===== config.mk =====
export PLATFORM = sky130hd
export DESIGN_NAME = prio_drop_unit
export DESIGN_NICKNAME = d
export VERILOG_FILES = /design/src/rtl/prio_drop_pkg.sv /design/src/rtl/prio_drop_ctrl.sv /design/src/rtl/prio_drop_path.sv /design/src/rtl/prio_drop_unit.sv
export SDC_FILE = /design/constraint.sdc
export NUM_CORES = 1
export LEC_CHECK = 0
export ABC_CLOCK_PERIOD_IN_PS = 10160
export BUFFER_PORTS_ARGS = -buffer_cell sky130_fd_sc_hd__buf_2
export CAP_MARGIN = 5
export CORE_MARGIN = 1
export CORE_UTILIZATION = 60
export CTS_CLUSTER_DIAMETER = 150
export DETAILED_ROUTE_END_ITERATION = 8
export PLACE_DENSITY = 0.92
export SLEW_MARGIN = 10
export SYNTH_ARGS = -nofsm -noshare
export SYNTH_HDL_FRONTEND = slang
export SYNTH_SLANG_ARGS = --single-unit

===== constraint.sdc =====
create_clock -name clk -period 10.16 [get_ports clk]
set_clock_uncertainty 0.2 [all_clocks]
set_input_delay 2.032 -clock clk [delete_from_list [all_inputs] [get_ports clk]]
set_output_delay 2.032 -clock clk [all_outputs]
set_load 0.01 [all_outputs]

===== src/rtl/prio_drop_pkg.sv =====
package prio_drop_pkg;
  typedef struct packed {
    logic push;       // accept acknowledge
    logic pop;        // accept end-of-interrupt
    logic eoiDeact;   // pop also retires active state
    logic eoiDrop;    // pop marks ID as dropped
    logic dirRetire;  // deactivate of an active ID
    logic dirBad;     // deactivate of an inactive ID
    logic cascade;    // forward deactivation to physical side
  } strobe_t;
endpackage


===== src/rtl/prio_drop_ctrl.sv =====
module prio_drop_ctrl
  import prio_drop_pkg::*;
(
  input  logic    eoiModeSplit,
  input  logic    ackValid,
  input  logic    eoiValid,
  input  logic    dirValid,
  input  logic    dirHwLink,
  input  logic    stackEmpty,
  input  logic    stackFull,
  input  logic    dirActive,
  output strobe_t st
);
  always_comb begin
    st.push      = ackValid && !stackFull && !eoiValid;
    st.pop       = eoiValid && !stackEmpty;
    st.eoiDeact  = st.pop && !eoiModeSplit;
    st.eoiDrop   = st.pop && eoiModeSplit;
    st.dirRetire = dirValid && dirActive;
    st.dirBad    = dirValid && !dirActive;
    st.cascade   = st.dirRetire && dirHwLink;
  end
endmodule


===== src/rtl/prio_drop_path.sv =====
module prio_drop_path
  import prio_drop_pkg::*;
#(
  parameter int NUM_IDS = 16,
  parameter int PRIO_W  = 8,
  parameter int DEPTH   = 8,
  localparam int ID_W   = $clog2(NUM_IDS),
  localparam int PTR_W  = (DEPTH > 1) ? $clog2(DEPTH) : 1,
  localparam int CNT_W  = $clog2(DEPTH + 1)
)(
  input  logic               clk,
  input  logic               rstN,
  input  strobe_t            st,
  input  logic [ID_W-1:0]    ackId,
  input  logic [PRIO_W-1:0]  ackPrio,
  input  logic [ID_W-1:0]    dirId,
  input  logic [ID_W-1:0]    dirPhysId,
  output logic [PRIO_W-1:0]  runPrio,
  output logic [CNT_W-1:0]   depth,
  output logic               stackEmpty,
  output logic               stackFull,
  output logic               dirActive,
  output logic [NUM_IDS-1:0] activeVec,
  output logic [NUM_IDS-1:0] droppedVec,
  output logic               physDeactValid,
  output logic [ID_W-1:0]    physDeactId,
  output logic               errFlag
);
  logic [PRIO_W-1:0]  prioMem [DEPTH];
  logic [ID_W-1:0]    idMem   [DEPTH];
  logic [PTR_W-1:0]   topIdx;
  logic [PTR_W-1:0]   wrIdx;
  logic [ID_W-1:0]    topId;
  logic [NUM_IDS-1:0] actNext;
  logic [NUM_IDS-1:0] dropNext;

  assign topIdx     = PTR_W'(depth - 1'b1);
  assign wrIdx      = PTR_W'(depth);
  assign topId      = idMem[topIdx];
  assign stackEmpty = (depth == '0);
  assign stackFull  = (depth == CNT_W'(DEPTH));
  assign runPrio    = stackEmpty ? '1 : prioMem[topIdx];
  assign dirActive  = activeVec[dirId];

  always_comb begin
    actNext  = activeVec;
    dropNext = droppedVec;
    if (st.eoiDeact) actNext[topId] = 1'b0;
    if (st.eoiDrop)  dropNext[topId] = 1'b1;
    if (st.dirRetire) begin
      actNext[dirId]  = 1'b0;
      dropNext[dirId] = 1'b0;
    end
    if (st.push) actNext[ackId] = 1'b1;
  end

  always_ff @(posedge clk) begin
    if (!rstN) begin
      depth          <= '0;
      activeVec      <= '0;
      droppedVec     <= '0;
      physDeactValid <= 1'b0;
      physDeactId    <= '0;
      errFlag        <= 1'b0;
      for (int i = 0; i < DEPTH; i++) begin
        prioMem[i] <= '0;
        idMem[i]   <= '0;
      end
    end else begin
      activeVec      <= actNext;
      droppedVec     <= dropNext;
      physDeactValid <= st.cascade;
      if (st.cascade) physDeactId <= dirPhysId;
      if (st.dirBad) errFlag <= 1'b1;
      if (st.push) begin
        prioMem[wrIdx] <= ackPrio;
        idMem[wrIdx]   <= ackId;
        depth          <= depth + 1'b1;
      end else if (st.pop) begin
        depth <= depth - 1'b1;
      end
    end
  end


  depth_bound_chk: assert property (@(posedge clk) disable iff (!rstN)
    depth <= CNT_W'(DEPTH));


  err_sticky_chk: assert property (@(posedge clk) disable iff (!rstN)
    errFlag |=> errFlag);


  idle_after_last_pop_chk: assert property (@(posedge clk) disable iff (!rstN)
    (st.pop && depth == CNT_W'(1)) |=> (runPrio == '1));


  push_sets_active_chk: assert property (@(posedge clk) disable iff (!rstN)
    st.push |=> activeVec[$past(ackId)]);
endmodule


===== src/rtl/prio_drop_unit.sv =====
module prio_drop_unit
  import prio_drop_pkg::*;
#(
  parameter int NUM_IDS = 16,
  parameter int PRIO_W  = 8,
  parameter int DEPTH   = 8,
  localparam int ID_W   = $clog2(NUM_IDS),
  localparam int CNT_W  = $clog2(DEPTH + 1)
)(
  input  logic               clk,
  input  logic               rstN,
  input  logic               eoiModeSplit,
  input  logic               ackValid,
  input  logic [ID_W-1:0]    ackId,
  input  logic [PRIO_W-1:0]  ackPrio,
  input  logic               eoiValid,
  input  logic               dirValid,
  input  logic [ID_W-1:0]    dirId,
  input  logic               dirHwLink,
  input  logic [ID_W-1:0]    dirPhysId,
  output logic [PRIO_W-1:0]  runPrio,
  output logic [CNT_W-1:0]   stackDepth,
  output logic [NUM_IDS-1:0] activeVec,
  output logic [NUM_IDS-1:0] droppedVec,
  output logic               physDeactValid,
  output logic [ID_W-1:0]    physDeactId,
  output logic               dirErr
);
  strobe_t st;
  logic stackEmpty, stackFull, dirActive;

  prio_drop_ctrl u_ctrl (
    .eoiModeSplit(eoiModeSplit), .ackValid(ackValid), .eoiValid(eoiValid),
    .dirValid(dirValid), .dirHwLink(dirHwLink), .stackEmpty(stackEmpty),
    .stackFull(stackFull), .dirActive(dirActive), .st(st)
  );

  prio_drop_path #(.NUM_IDS(NUM_IDS), .PRIO_W(PRIO_W), .DEPTH(DEPTH)) u_path (
    .clk(clk), .rstN(rstN), .st(st), .ackId(ackId), .ackPrio(ackPrio),
    .dirId(dirId), .dirPhysId(dirPhysId), .runPrio(runPrio), .depth(stackDepth),
    .stackEmpty(stackEmpty), .stackFull(stackFull), .dirActive(dirActive),
    .activeVec(activeVec), .droppedVec(droppedVec),
    .physDeactValid(physDeactValid), .physDeactId(physDeactId), .errFlag(dirErr)
  );


  pulse_source_chk: assert property (@(posedge clk) disable iff (!rstN)
    physDeactValid |-> $past(dirValid && dirHwLink));


  no_link_no_pulse_chk: assert property (@(posedge clk) disable iff (!rstN)
    (dirValid && !dirHwLink) |=> !physDeactValid);


  empty_eoi_chk: assert property (@(posedge clk) disable iff (!rstN)
    (eoiValid && stackDepth == '0) |=> (stackDepth == '0));


  split_keeps_active_chk: assert property (@(posedge clk) disable iff (!rstN)
    (eoiValid && eoiModeSplit && stackDepth != '0 && !dirValid) |=> ($countones(activeVec) == $past($countones(activeVec))));
endmodule


# == Word-level counts from Yosys, hierarchy flattened ==
# Memories as Yosys holds them, arrays and structs flattened.
# Cells that the tools add are included.
# word_totals
reg_bits,42
latchBits,0
ram_bits,96
mem_bits_ro,0
out_inout_bits,50
mem_count,2
# mem_list
name,words,word_bits,rd,rd_ports_with_merged_regs,wr,line_no,text
u_path.prioMem,8,8,1,0,8,prio_drop_path.sv:29,logic [PRIO_W-1:0] prioMem [DEPTH];
u_path.idMem,8,4,1,0,8,prio_drop_path.sv:30,logic [ID_W-1:0] idMem [DEPTH];
# op_classes
n_addsub,2
mul,0
div,0
n_lt_le_gt_ge,6
n_eq_ne,1
shifts,0
mux,26
n_bitwise,7
reduce_logical,20
# ops
cell,n
16-bit two-way mux,5
16-bit AND,3
16-bit inverter,2
16-bit bitwise OR,2
8-bit two-way mux,2
4-bit by 5-bit < comparator with 1-bit output (second input constant),3
1-bit demux with 4-bit select,3
4-bit by 1-bit greater-or-equal comparator with 1-bit output (second input constant),3
4-bit two-way mux,3
1-bit logical AND,11
1-bit two-way mux,10
8-bit OR reduction,1
3-bit two-way mux,2
1-bit logical NOT,5
4-bit by 1-bit adder with 4-bit output (second input constant),1
1-bit binary-select mux with 4-bit select,1
4-bit equality test (second input constant),1
4-bit logical NOT,1
4-bit OR reduction,1
4-bit by 1-bit subtractor with 4-bit output (second input constant),1
2-bit nonzero test,1

# == Logic depth before layout (Yosys ltp) ==
# An unclocked memory read counts as a cell.
# logic_depth
word_depth,13
depth_mapped,11
depth_no_buf,6

# == By module ==
# A second synthesis with hierarchy kept.
# hier_totals
cells_unflattened,530
hier_area_um2,6681.4
# by_module_without_submodules
mod,instances,cells_each,area_per_inst_um2,seq_area_each_um2
prio_drop_path,1,523,6627.6,3723.6
prio_drop_ctrl,1,7,53.8,0.0

# == Worst setup path before layout ==
# OpenSTA, ideal clock, no wires.
# synth_path
kind,register to output
startpoint,reg u_path.depth[0]
endpoint,out runPrio[1]
arrival_ps,3144
slack_ps,4784
stages_incl_launch_ff,12
path_buffers,5
path_cell_list,dfxtp_1 > buf_6 > buf_1 > inv_1 > ha_1 > buf_2 > buf_1 > buf_1 > mux4_2 > mux2_2 > nand2_1 > o21ai_0
# synth_between
elab_chain_len,3
# synth_lines
item,line_no,text
start: declaration,prio_drop_path.sv:19,"output logic [CNT_W-1:0] depth,"
start signal: assignment,prio_drop_path.sv:78,depth <= depth + 1'b1;
start signal: assignment,prio_drop_path.sv:80,depth <= depth - 1'b1;
4-bit by 1-bit subtractor with 4-bit output,--,
memory read 8 x 8 bit,--,
8-bit two-way mux *,prio_drop_path.sv:42,assign runPrio = stackEmpty ? '1 : prioMem[topIdx];
end: declaration,prio_drop_unit.sv:21,"output logic [PRIO_W-1:0] runPrio,"
# Mark *: on every way between the ends. The rest lies on a longest branch, timed or not.

# == Worst setup path in the final report ==
# layout_path
startpoint,reg u_path.depth[0]
endpoint,out runPrio[7]
# Same word-level chain as after synthesis.

==> results by group <==
Route
  – Via-to-Cell Ratio: 6.64
  – Antenna viol nets, final: 0
  – Final wirelength: 17000 microns
  – Starting DRT DRC Count: about 450
  – DR WL/cell: 22.2 microns
  – Drc violations: 0
  – Via total after detailed routing: 5070
  – Drt first pass iters: 7

Global route
  – Number of global-route vias before repair: 4952
  – First-pass GRT wire length: about 26000 microns
  – Antenna violations before repair: 0
  – GRT overflow: 0
  – Largest net degree at the start of global routing: 43
  – All-Layer GR Usage: between 30 and 40%

Clock tree
  – Post-cts sizing count: 0
  – H-tree depth: 4
  – Clock transition at path regs: around 60 ps
  – Clock Path Buffers: 2
  – CTS sink cnt: approximately 140
  – Post-CTS Repair Setup Buffers: 0
  – CTS hold repair buffers: 0
  – Num CTS Buffers: 17
  – Root buffer cell: clkbuf_16
  – CTS tree: done
  – Clock latency on the worst-skew pair: 430 ps

Hold path
  – Worst Hold Endpoint: u_path.droppedVec[6]
  – Hold Path Cell Cnt: 2
  – Hold Crit Start: u_path.droppedVec[6]
  – HP Class: reg -> reg

Outcome
  – Outcome: finished, final reports clean

Power
  – Max IR drop VDD: between 150 and 200 uV
  – Power Density: 258 nW/um^2
  – Part of the power in registers: 33.2%
  – Internal: between 0.001 and 0.0015 W
  – Clock Power Share: 31.7%
  – NetSw: 0.000727 W
  – Switching Share: 35.1%
  – Comb power frac: 35.2%
  – Leakage: 2.98 nW

Worst setup path
  – Worst R2R Setup Slack: 5740 ps
  – WP buf/inv: 2
  – Crit end category: output port
  – Critical Path RT: 7930 ps
  – Reg-to-Reg End: u_path.idMem[6][0]
  – Reg2reg start: u_path.depth[0]
  – Max Fanout on Critical Path: 33
  – Top delay family on crit path: adder cells
  – CP peak stage delay: between 1000 and 1500 ps
  – Slowest CP cell: ha_1
  – Critical Path Source Type: flop
  – Worst endpoint data arrival time: approximately 3900 ps
  – Crit-path cells: inv_1, ha_1, mux4_1, mux2_2, nand2_1, o21ai_0, buf_2
  – Critical Setup Path Class: reg -> out
  – Worst Reg-to-Reg Cells: 6

Final layout
  – Synth-to-layout area growth: 15.8%
  – Layout cell share with drive strength beyond 1: 27.6%
  – Diode count: 0
  – Nets: 640
  – Most common cell after layout, fill and taps aside: and2_1
  – Most frequent cells in the layout: and2_1 (98), edfxtp_1 (96), buf_2 (76), dfxtp_1 (41), mux4_2 (26)
  – FILL cells: 697

Flow run
  – # Max-Cap Violations: 0

Die
  – Die Ht: 109 microns
  – IO Count: 77
  – Core ar.: 11000 sq um
  – # rows: 38
  – Die area: between 10000 and 15000 sq um
  – Die W: 109 microns
  – Initial Util: 62.7%

Yosys
  – EDFF count, synth: 96
  – Sequential element share of the synthesized area: 53.8%
  – Post-synth ARST share: 0%
  – Most used DFF post-synth: edfxtp_1
  – Syn_area_per_cell: ~13 sq um
  – Area contributors post-synth: edfxtp_1 (42%), dfxtp_1 (12%), and2_1 (8.9%)
  – Mapped Nets: 574
  – Mapped Cells: 545
  – Post-Syn Area: 6920 sq um
  – Synth Register Bits: 138
  – Ys Warns: 0
  – Synth unique cells: 56
  – Post-synth top area cell: edfxtp_1
  – Synth top area share: 41.7%

STA
  – Period utilization: 60.0%
  – Slew @ Worst Pin: 1290 ps
  – Final min period: 6100 ps
  – Final setup vio count: 0
  – Final Max Tran Viols: 0
  – Hold slack: 258 ps
  – Worst slew margin: 13.4%
  – Unrepaired setup endpoints after global routing: false
  – Final setup TNS: 0 ps
  – Fmax: 164 MHz
  – Final Hold Vio Count: 0

Placement
  – GPL Wtd Cong: 0.906
  – IO Port Bufs: 76
  – DPL Wire Length: 11200 microns
[registers in the layout, indices dropped and copies added (netlist names)]
register,flops
u_path.activeVec,16
u_path.depth,4
u_path.droppedVec,16
u_path.errFlag,1
u_path.idMem,32
u_path.physDeactId,4
u_path.physDeactValid,1
u_path.prioMem,64
[cell families after synthesis]
group | Yosys count | share of synthesized area [%]
AO/OA/AOI/OAI | 107 | 12.4
AND/OR/NAND/NOR | 195 | 17.9
adder cells (fa/ha/maj) | 2 | 0.362
buffers and inverters | 55 | 3.20
XOR/XNOR | 4 | 0.615
multiplexers | 44 | 11.7
flip-flops | 138 | 53.8
[routing by layer]
layer,share of wire [%],vias to the layer above,GRT usage [%],routed length [microns]
met4,3.0,0,14.0,518
met1,36,2470,35.4,6200
met2,51,317,52.2,8720
met3,9.1,55,7.77,1550
met5,0,-,0,0
li1,-,2228,-,-
[synth_stat cells (all sizes together) (5+ instances only)]
| cell type | count |
|---|---|
| o22ai | 11 |
| and2 | 98 |
| o221ai | 24 |
| a221oi | 8 |
| inv | 17 |
| a32o | 12 |
| edfxtp | 96 |
| o21ai | 11 |
| nand3b | 9 |
| nand2 | 25 |
| dfxtp | 42 |
| nand2b | 6 |
| clkbuf | 30 |
| a21boi | 12 |
| nand3 | 10 |
| mux2 | 11 |
| buf | 8 |
| nor2 | 9 |
| mux4 | 28 |
| mux2i | 5 |
| nor3b | 10 |
| nor3 | 10 |
| o21a | 12 |
[power by group through the flow]
stage / Combinational, W / Clock [W] / Sequential [W]
detailed placement: 0.000702 / 0 / 0.000698
global route: 0.000776 / 0.000682 / 0.000694
CTS: 0.000716 / 0.000659 / 0.000687
floorplan: 0.000553 / 0 / 0.000670
finish: 0.000727 / 0.000655 / 0.000686
global placement: 0.000674 / 0 / 0.000694
[area by class of cell]
| cell class | count | area (sq um) | area share [%] |
|---|---|---|---|
| multi-input combinational | 352 | 2970 | 37.1 |
| timing repair buffer | 85 | 448 | 5.59 |
| sequential | 138 | 3720 | 46.5 |
| clock buffer | 18 | 429 | 5.36 |
| tap | 140 | 175 | 2.19 |
| inverter | 17 | 63.8 | 0.797 |
| clock inverter | 14 | 194 | 2.42 |
[worst min-delay path, stage by stage, from the launching register on]
cell and delay (ps):
dfxtp_1 310, inv_1 40, a21boi_0 60
[per-stage QoR]
stage                     power, W  setup WS, ps  utilization [%]  area, sq um  instances
after detailed placement   0.00140          4530             66.9         7380        732
after CTS                  0.00206          4030             72.6         8010        764
after global routing       0.00215          3770             72.6         8010        764
after floorplan            0.00122          4780                -         6920        545
final                      0.00207          4060             72.6         8010        764
after global placement     0.00137          4670             66.9         7380        732
[how the worst max path moves through the flow]
| stage | slack, ps | start | cells past startpoint | to |
|---|---|---|---|---|
| 6_report | 4060 | u_path.depth[0] | 7 | runPrio[7] |
| 5_1_grt | 3770 | u_path.depth[0] | 7 | runPrio[7] |
| 4_1_cts | 4030 | u_path.depth[0] | 7 | runPrio[7] |
| 3_5_place_dp | 4530 | u_path.depth[0] | 7 | runPrio[4] |
| 3_3_place_gp | 4670 | u_path.depth[0] | 7 | runPrio[5] |
| 2_1_floorplan | 4780 | u_path.depth[0] | 11 | runPrio[1] |
Power figures use the tool's default switching activity.
